**src/rtl/cold_rst_seq.sv**
```systemverilog
module cold_rst_seq #(
  parameter int MS_CYC     = 100000,
  parameter int SETUP_CLKS = 4,
  parameter int HOLD_CLKS  = 3,
  parameter int CFG_W      = 8
) (
  input  logic             clk,
  input  logic             rst_n,
  input  logic             start,
  input  logic [4:0]       ratio_req,
  input  logic [CFG_W-1:0] cfg_req,
  output logic             cpu_rst_n,
  output logic             pwr_ok,
  output logic [4:0]       ratio_pin_n,
  output logic             ratio_oe,
  output logic [CFG_W-1:0] cfg_pin,
  output logic             cfg_oe,
  output logic             done,
  output logic             err
);
  localparam int CW = $clog2(MS_CYC + 1);
  localparam logic [CW-1:0] WAIT_LAST = CW'(MS_CYC - 1);
  localparam logic [CW-1:0] CFG_FROM  = CW'(MS_CYC - SETUP_CLKS);
  localparam logic [CW-1:0] HOLD_LAST = CW'(HOLD_CLKS - 1);

  typedef enum logic [2:0] {S_IDLE, S_ARM, S_PWR, S_HOLD, S_DONE, S_ERR} st_t;

  st_t              st;
  logic [CW-1:0]    cnt;
  logic [4:0]       code_q;
  logic [CFG_W-1:0] cfg_q;
  logic             req_ok;

  assign req_ok = (ratio_req == 5'b10110) || (ratio_req == 5'b10101) ||
                  (ratio_req == 5'b10010) || (ratio_req == 5'b10001) ||
                  (ratio_req == 5'b10000);

  always_ff @(posedge clk or negedge rst_n) begin
    if (!rst_n) begin
      st     <= S_IDLE;
      cnt    <= '0;
      code_q <= '0;
      cfg_q  <= '0;
    end else begin
      case (st)
        S_IDLE: if (start) begin
          if (req_ok) begin
            st     <= S_ARM;
            code_q <= ratio_req;
            cfg_q  <= cfg_req;
          end else begin
            st <= S_ERR;
          end
        end
        S_ARM: begin
          st  <= S_PWR;
          cnt <= '0;
        end
        S_PWR: begin
          if (cnt == WAIT_LAST) begin
            st  <= S_HOLD;
            cnt <= '0;
          end else begin
            cnt <= cnt + 1'b1;
          end
        end
        S_HOLD: begin
          if (cnt == HOLD_LAST) st <= S_DONE;
          else                  cnt <= cnt + 1'b1;
        end
        default: ;
      endcase
    end
  end

  assign pwr_ok    = (st == S_PWR) || (st == S_HOLD) || (st == S_DONE);
  assign cpu_rst_n = (st == S_HOLD) || (st == S_DONE);
  assign ratio_oe  = (st == S_ARM) || (st == S_PWR) || (st == S_HOLD);
  assign cfg_oe    = ((st == S_PWR) && (cnt >= CFG_FROM)) || (st == S_HOLD);
  assign done      = (st == S_DONE);
  assign err       = (st == S_ERR);

  assign ratio_pin_n = ratio_oe ? ~code_q : 5'b11111;
  assign cfg_pin     = cfg_oe ? cfg_q : '0;

  initial begin
    if (SETUP_CLKS < 1 || SETUP_CLKS > MS_CYC) $error("SETUP_CLKS out of range");
    if (HOLD_CLKS < 2 || HOLD_CLKS > 3) $error("HOLD_CLKS outside 2..3");
  end
endmodule

```
**config.mk**
```make
export PLATFORM = sky130hd
export DESIGN_NAME = cold_rst_seq
export DESIGN_NICKNAME = d
export VERILOG_FILES = /design/src/rtl/cold_rst_seq.sv
export SDC_FILE = /design/constraint.sdc
export NUM_CORES = 1
export LEC_CHECK = 0
export ABC_AREA = 1
export ABC_CLOCK_PERIOD_IN_PS = 2100
export BUFFER_PORTS_ARGS = -buffer_cell sky130_fd_sc_hd__buf_2
export CAP_MARGIN = 20
export CELL_PAD_IN_SITES_DETAIL_PLACEMENT = 1
export CELL_PAD_IN_SITES_GLOBAL_PLACEMENT = 2
export CORE_AREA = 3 3 92 85
export DETAILED_ROUTE_END_ITERATION = 10
export DIE_AREA = 0 0 95 88
export PLACE_DENSITY = 0.81
export SLEW_MARGIN = 40
export SYNTH_ARGS = -nofsm -noshare
export SYNTH_HDL_FRONTEND = slang
export SYNTH_SLANG_ARGS = --single-unit
```
**constraint.sdc**
```tcl
create_clock -name clk -period 2.1 [get_ports clk]
set_input_delay 0.105 -clock clk [delete_from_list [all_inputs] [get_ports clk]]
set_output_delay 0.105 -clock clk [all_outputs]
set_load 0.02 [all_outputs]
```
==> metrics.txt, run 1 <==
Max Fanout on Critical Path 9; DP Cell Count 462; Crit Path Class flip-flop to primary output; CP Launch Type flip-flop; Seq/Total Area, Yosys 36.12%; worst skew pair latency roughly 0.30 ns; number of port buffers 34; post-synthesis compound-gate area fraction 7.225%; Clock Skews 0.01029 ns; layout cells sized above 1 16.67%; CTS Buffer Depth 2; Power Internal 0.8799 mW; via count between 2000 and 2500; Syn Inst Count 342; outcome complete, no violations; Num Clock Sinks 33; Place WS 0.3575 ns; Worst EP arrival approximately 1.9 ns; HPWL after detailed placement ~5000 µm; leading area contributor after synthesis dfrtp_1; first-pass GRT wire length 10770 µm; Flop pwr share 54.9%; Hold Violations, Final 0; Leakage roughly 1.4 nW; CP Data Required Time around 2.0 ns; Final ANT Viol Nets 0; area share of fa/ha/maj cells after synthesis between 1.5 and 2%; average wire per standard cell 14.00 µm; cell family with most CP delay simple AND/OR/NAND/NOR gates; most common cell in the synthesized netlist nand2_1; Max Cap Viol 0; Psw 0.2763 mW; CTS buffer count 5; I/O pin cnt 35; chip height 88 µm; WHS 0.05935 ns; Netlist cell types 28; measured slew at the worst slew-check pin roughly 0.58 ns; Yosys reg bits 33; cell row count 29; Vias/cell 4.737; Final GP Congestion 0.9023; RSZ-0062 raised after global routing no; post-layout min period 1.970 ns; diode count 0; kind of end point of the critical path primary output; Worst Hold Class input pin to flip-flop; DRT Pass-1 Iters 4; Initial Utilization about a third; Clock transition at path regs 0.08 ns; Rel. slew slack 60.93%; initial antenna violation count 0; number of global-route vias before repair 2230; clock power share 41.7%; fmax between 500 and 600 MHz; Post-Syn Area per Cell 6.684 µm²; largest net degree at the start of global routing 34; Synth area leaders dfrtp_1 (36%), nand2_1 (16%), inv_1 (9.5%); Syn Nets 361; final period utilization 93.82%; Die Area 0.008360 mm²; total gr overflow 0; root buf cell clkbuf_8; Max VDD drop 0.1891 mV; Final Util 37.29%; logic gate share of total power 3.3%; 1st-iter DRT viols 69; final worst slack between 0.1 and 0.15 ns; final non-filler cell total 471; pwr dens 442.8 mW/mm²; Synth top cells by count nand2_1 (95), inv_1 (58), nor2_1 (39); Die X roughly 95 µm; largest family of logic cells by synthesized area simple AND/OR/NAND/NOR gates; EDFF count, synth 0; Slew Viols, Final 0; Net Sw Frac 23.90%; CTS tree done; Max stage delay on crit path approximately 0.47 ns; WL final 6596 µm; # setup viols final 0; core area 0.007003 mm²; Post-Synth XOR/XNOR Area 2.682%; Mapped Area 0.002286 mm²; crit-path cells or2_1, nor3_1, nand2_1, nand3_1, nand2_2, nor2_1, buf_2; Area Overhead vs Synth 14.23%; Yosys top cell area share 36.12%; mux cell area share after synthesis 0%; Synth Warn # 0; DRC viols 0; setup TNS 0 ns; share of synthesized registers carrying an async set or reset 100.0%; Tot GR Track Use 16.83%; nets 396; Worst path slowest cell dfrtp_1; number of H-tree levels 2; worst path bufs/invs 1; simple-gate share of the synthesized area 38.86%; Synth Flop Type dfrtp_1
==> per-layer routing <==
metal / vias up / share of wire (%) / global-route usage, %
met3: 8 / 2.5 / 2.921
met1: 1066 / 49 / 22.30
met5: - / 0 / 0
li1: 1131 / - / -
met2: 26 / 47 / 28.23
met4: 0 / 1.4 / 4.849
==> cell families (layout without fill, tap and decap cells) <==
kind of cell,Yosys count,count (layout)
AOI/OAI and AO/OA,31,31
xor gates and xnor gates,7,7
adders and majority gates,3,3
buffers and inverters,71,107
DFF,33,33
and+or+nand+nor,197,197
==> final cells by class <==
cell class	instances	area (µm²)
Inverter	62	235.2
Sequential cell	33	827.0
Fill cell	919	4392
Timing Repair Buffer	37	197.7
Clock buffer	6	72.57
Multi-Input combinational cell	238	1152
Clock inverter	2	10.01
Tap cell	93	116.4
==> power groups by stage <==
| stage | registers, mW | clock network (mW) | logic, mW |
|---|---|---|---|
| floorplan | 0.648 | 0 | 0.00765 |
| global placement | 0.647 | 0 | 0.0369 |
| detailed placement | 0.647 | 0 | 0.0376 |
| CTS | 0.635 | 0.502 | 0.0392 |
| global route | 0.635 | 0.520 | 0.0447 |
| finish | 0.635 | 0.482 | 0.0387 |
==> timing repair <==
action,4_1_cts,5_1_grt
hold endpoints to repair,33,0
resized for setup,0,1
setup endpoints to repair,0,5
hold buffers,1,0
buffers inserted,0,0
==> state kept, by name, summed over array words and instances, names as in the netlist <==
signal  flops
cfg_q       8
cnt        17
code_q      5
st          3
==> cells in the final DEF, fill, tap and decap left out, types with 3 or more instances in the layout <==
cell type / n
ha_1: 3
buf_4: 3
xor2_1: 6
buf_2: 33
o21ai_0: 18
inv_2: 3
inv_1: 58
nand2_2: 4
o21ai_1: 9
nand4_1: 8
dfrtp_1: 32
nor2_1: 39
clkbuf_8: 5
nand3_1: 35
o211ai_1: 4
nor2_2: 4
nand2_1: 95
nor3_1: 3
==> through the flow <==
step / area (µm²) / power [mW]
floorplan: 2286 / 0.6553
global placement: 2515 / 0.6844
detailed placement: 2515 / 0.6851
CTS: 2608 / 1.176
global route: 2611 / 1.199
finish: 2611 / 1.156
==> tightest hold or removal path: cells and delay by family <==
family | cells | cell delay, ns
AO/OA/AOI/OAI | 1 | 0.06
buffers and inverters | 2 | 0.15
==> worst paths after layout <==
path | startpoint | endpoint | slack (ns) | cells past startpoint
setup / recovery | cnt[11]$_DFFE_PN0P_ | cfg_pin[2] | 0.13 | 7
hold / removal | cfg_req[0] | cfg_q[0]$_DFFE_PN0P_ | 0.06 | 3
setup reg to reg | cnt[1]$_DFFE_PN0P_ | cnt[16]$_DFFE_PN0P_ | 0.36 | 6
hold reg to reg | code_q[3]$_DFFE_PN0P_ | code_q[3]$_DFFE_PN0P_ | 0.47 | 2
max in group asynchronous | rst_n | cnt[2]$_DFFE_PN0P_ | 1.40 | 2
min in group asynchronous | rst_n | cnt[16]$_DFFE_PN0P_ | 0.34 | 2
Note: power is estimated with default switching activity, not from simulation.
==> inputs of run 2 (changes only) <==
Settings changed: ABC_CLOCK_PERIOD_IN_PS 2100 to 2470, REMOVE_ABC_BUFFERS from default to 1.
Clock period 2.1 ns to 2.47 ns, I/O delays scaled along.
==> metrics.txt, run 2 (synthesis results as in run 1) <==
outcome complete, no violations; crit-path cells or2_1, nor3_1, nand2_1, nand3_1, nand2_2, nor2_1, buf_2; CP Data Required Time 2.35 ns; nets around 400; Largest Register cnt; number of H-tree levels 2; post-layout min period around 1.9 ns; worst skew pair latency between 0.2 and 0.3 ns; CP Launch Type flip-flop; Num Clock Sinks 33; clock power share a little over half; initial antenna violation count 0; Final GP Congestion 0.8112; Worst path slowest cell dfrtp_1; Area Overhead vs Synth 16.09%; Final ANT Viol Nets 0; Die X 95 µm; DRC viols 0; Vias/cell 4.800; CTS tree done; Rel. slew slack 62.37%; CTS hold repair buffers 1; Clock transition at path regs 0.08 ns; Initial Utilization 32.64%; Psw between 0.2 and 0.25 mW; Tot GR Track Use 16.90%; pwr dens ~450 mW/mm²; postcts setup bufs 0; # setup viols final 0; Clock Skews 0.009914 ns; Max Fanout on Critical Path 9; total gr overflow 0; fmax between 500 and 600 MHz; Worst Hold Class input pin to flip-flop; Net Sw Frac approximately a fifth; via count 2256; core area roughly 0.0070 mm²; number of flip-flops in the largest register 17; largest net degree at the start of global routing 34; kind of end point of the critical path primary output; cell row count 29; layout cells sized above 1 16.45%; biggest regs cnt (17), cfg_q (8), code_q (5); worst reg-to-reg setup slack 0.72 ns; fillers 951; WHS 0.06243 ns; Hold Violations, Final 0; setup TNS 0 ns; CTS Buffer Depth 2; RSZ-0062 raised after global routing no; Die Area 0.008360 mm²; Max stage delay on crit path 0.47 ns; Flop pwr share approximately 45%; DP Cell Count 461; chip height just under 90 µm; Max Cap Viol 0; HPWL after detailed placement about 5000 µm; first-pass GRT wire length about 11000 µm; final period utilization 78.16%; Power Internal 0.9535 mW; reg-to-reg startpoint cnt[1]$_DFFE_PN0P_; Max VDD drop 0.2154 mV; Crit Path Class flip-flop to primary output; logic gate share of total power under 10%; cell family with most CP delay simple AND/OR/NAND/NOR gates; Slew Viols, Final 0; Final Util between 30% and 40%; 1st-iter DRT viols 112; hold_sp cfg_req[0]; Worst EP arrival 1.81 ns; CP Launch Point cnt[11]$_DFFE_PN0P_; total power 1.198 mW; measured slew at the worst slew-check pin 0.5631 ns; WL final 6512 µm; diode count 0; root buf cell clkbuf_8; commonest cells after routing, fill and taps aside nand2_1 (95), inv_1 (58), nor2_1 (39); average wire per standard cell 13.86 µm; number of global-route vias before repair roughly 2300; DRT Pass-1 Iters 4; commonest non-fill, non-tap cell in the layout nand2_1; final non-filler cell total 470; number of port buffers 34; cts repair resizes 0; CTS buffer count 5; I/O pin cnt 35; worst path bufs/invs 1; Leakage 1.424 nW
## run 2: changes by cell type in the layout (fill, tap and decap cells not counted)
cell,change
bufinv_16,+2
buf_4,-1
clkbuf_1,-1
clkinv_2,-1
dfrtp_1,+1
dfrtp_2,-1
## run 2: worst min-delay path, cell delays in order
cell and delay (ns):
buf_2 0.09, inv_1 0.04, o21ai_1 0.06
## run 2: final timing paths
path	cells past startpoint	end
min reg2reg	2	code_q[4]$_DFFE_PN0P_
max in group asynchronous	2	cnt[2]$_DFFE_PN0P_
min	3	cfg_q[0]$_DFFE_PN0P_
max	7	cfg_pin[7]
min in group asynchronous	2	cnt[15]$_DFFE_PN0P_
max reg2reg	6	cnt[5]$_DFFE_PN0P_
## run 2: power groups by stage
stage	logic [mW]	clock network, mW	registers (mW)
floorplan	0.00650	0	0.551
global placement	0.0312	0	0.550
detailed placement	0.0321	0	0.550
CTS	0.0337	0.643	0.540
global route	0.0382	0.673	0.540
finish	0.0324	0.626	0.540
## run 2: routing by layer
metal / vias to the layer above / routed length, µm / track usage (%) / share of wire [%]
li1: 1131 / - / - / -
met1: 1093 / 3211 / 23.11 / 49
met2: 27 / 3078 / 28.62 / 47
met3: 5 / 161 / 2.320 / 2.5
met4: 0 / 59 / 3.408 / 0.91
met5: - / 0 / 0 / 0
## run 2: stage by stage
stage	instance area (µm²)	setup slack, ns
final	2654	0.5395
after global placement	2507	0.8078
after detailed placement	2507	0.7140
after global routing	2654	0.2929
after floorplan	2213	0.9949
after CTS	2651	0.4838
## run 2: layout make-up
class	count	area, µm²	area share (%)
Timing Repair Buffer	36	190.2	7.166
Clock buffer	5	68.82	2.593
Clock inverter	3	65.06	2.452
Tap cell	93	116.4	4.385
Multi-Input combinational cell	238	1152	43.42
Sequential cell	33	825.8	31.12
Inverter	62	235.2	8.864
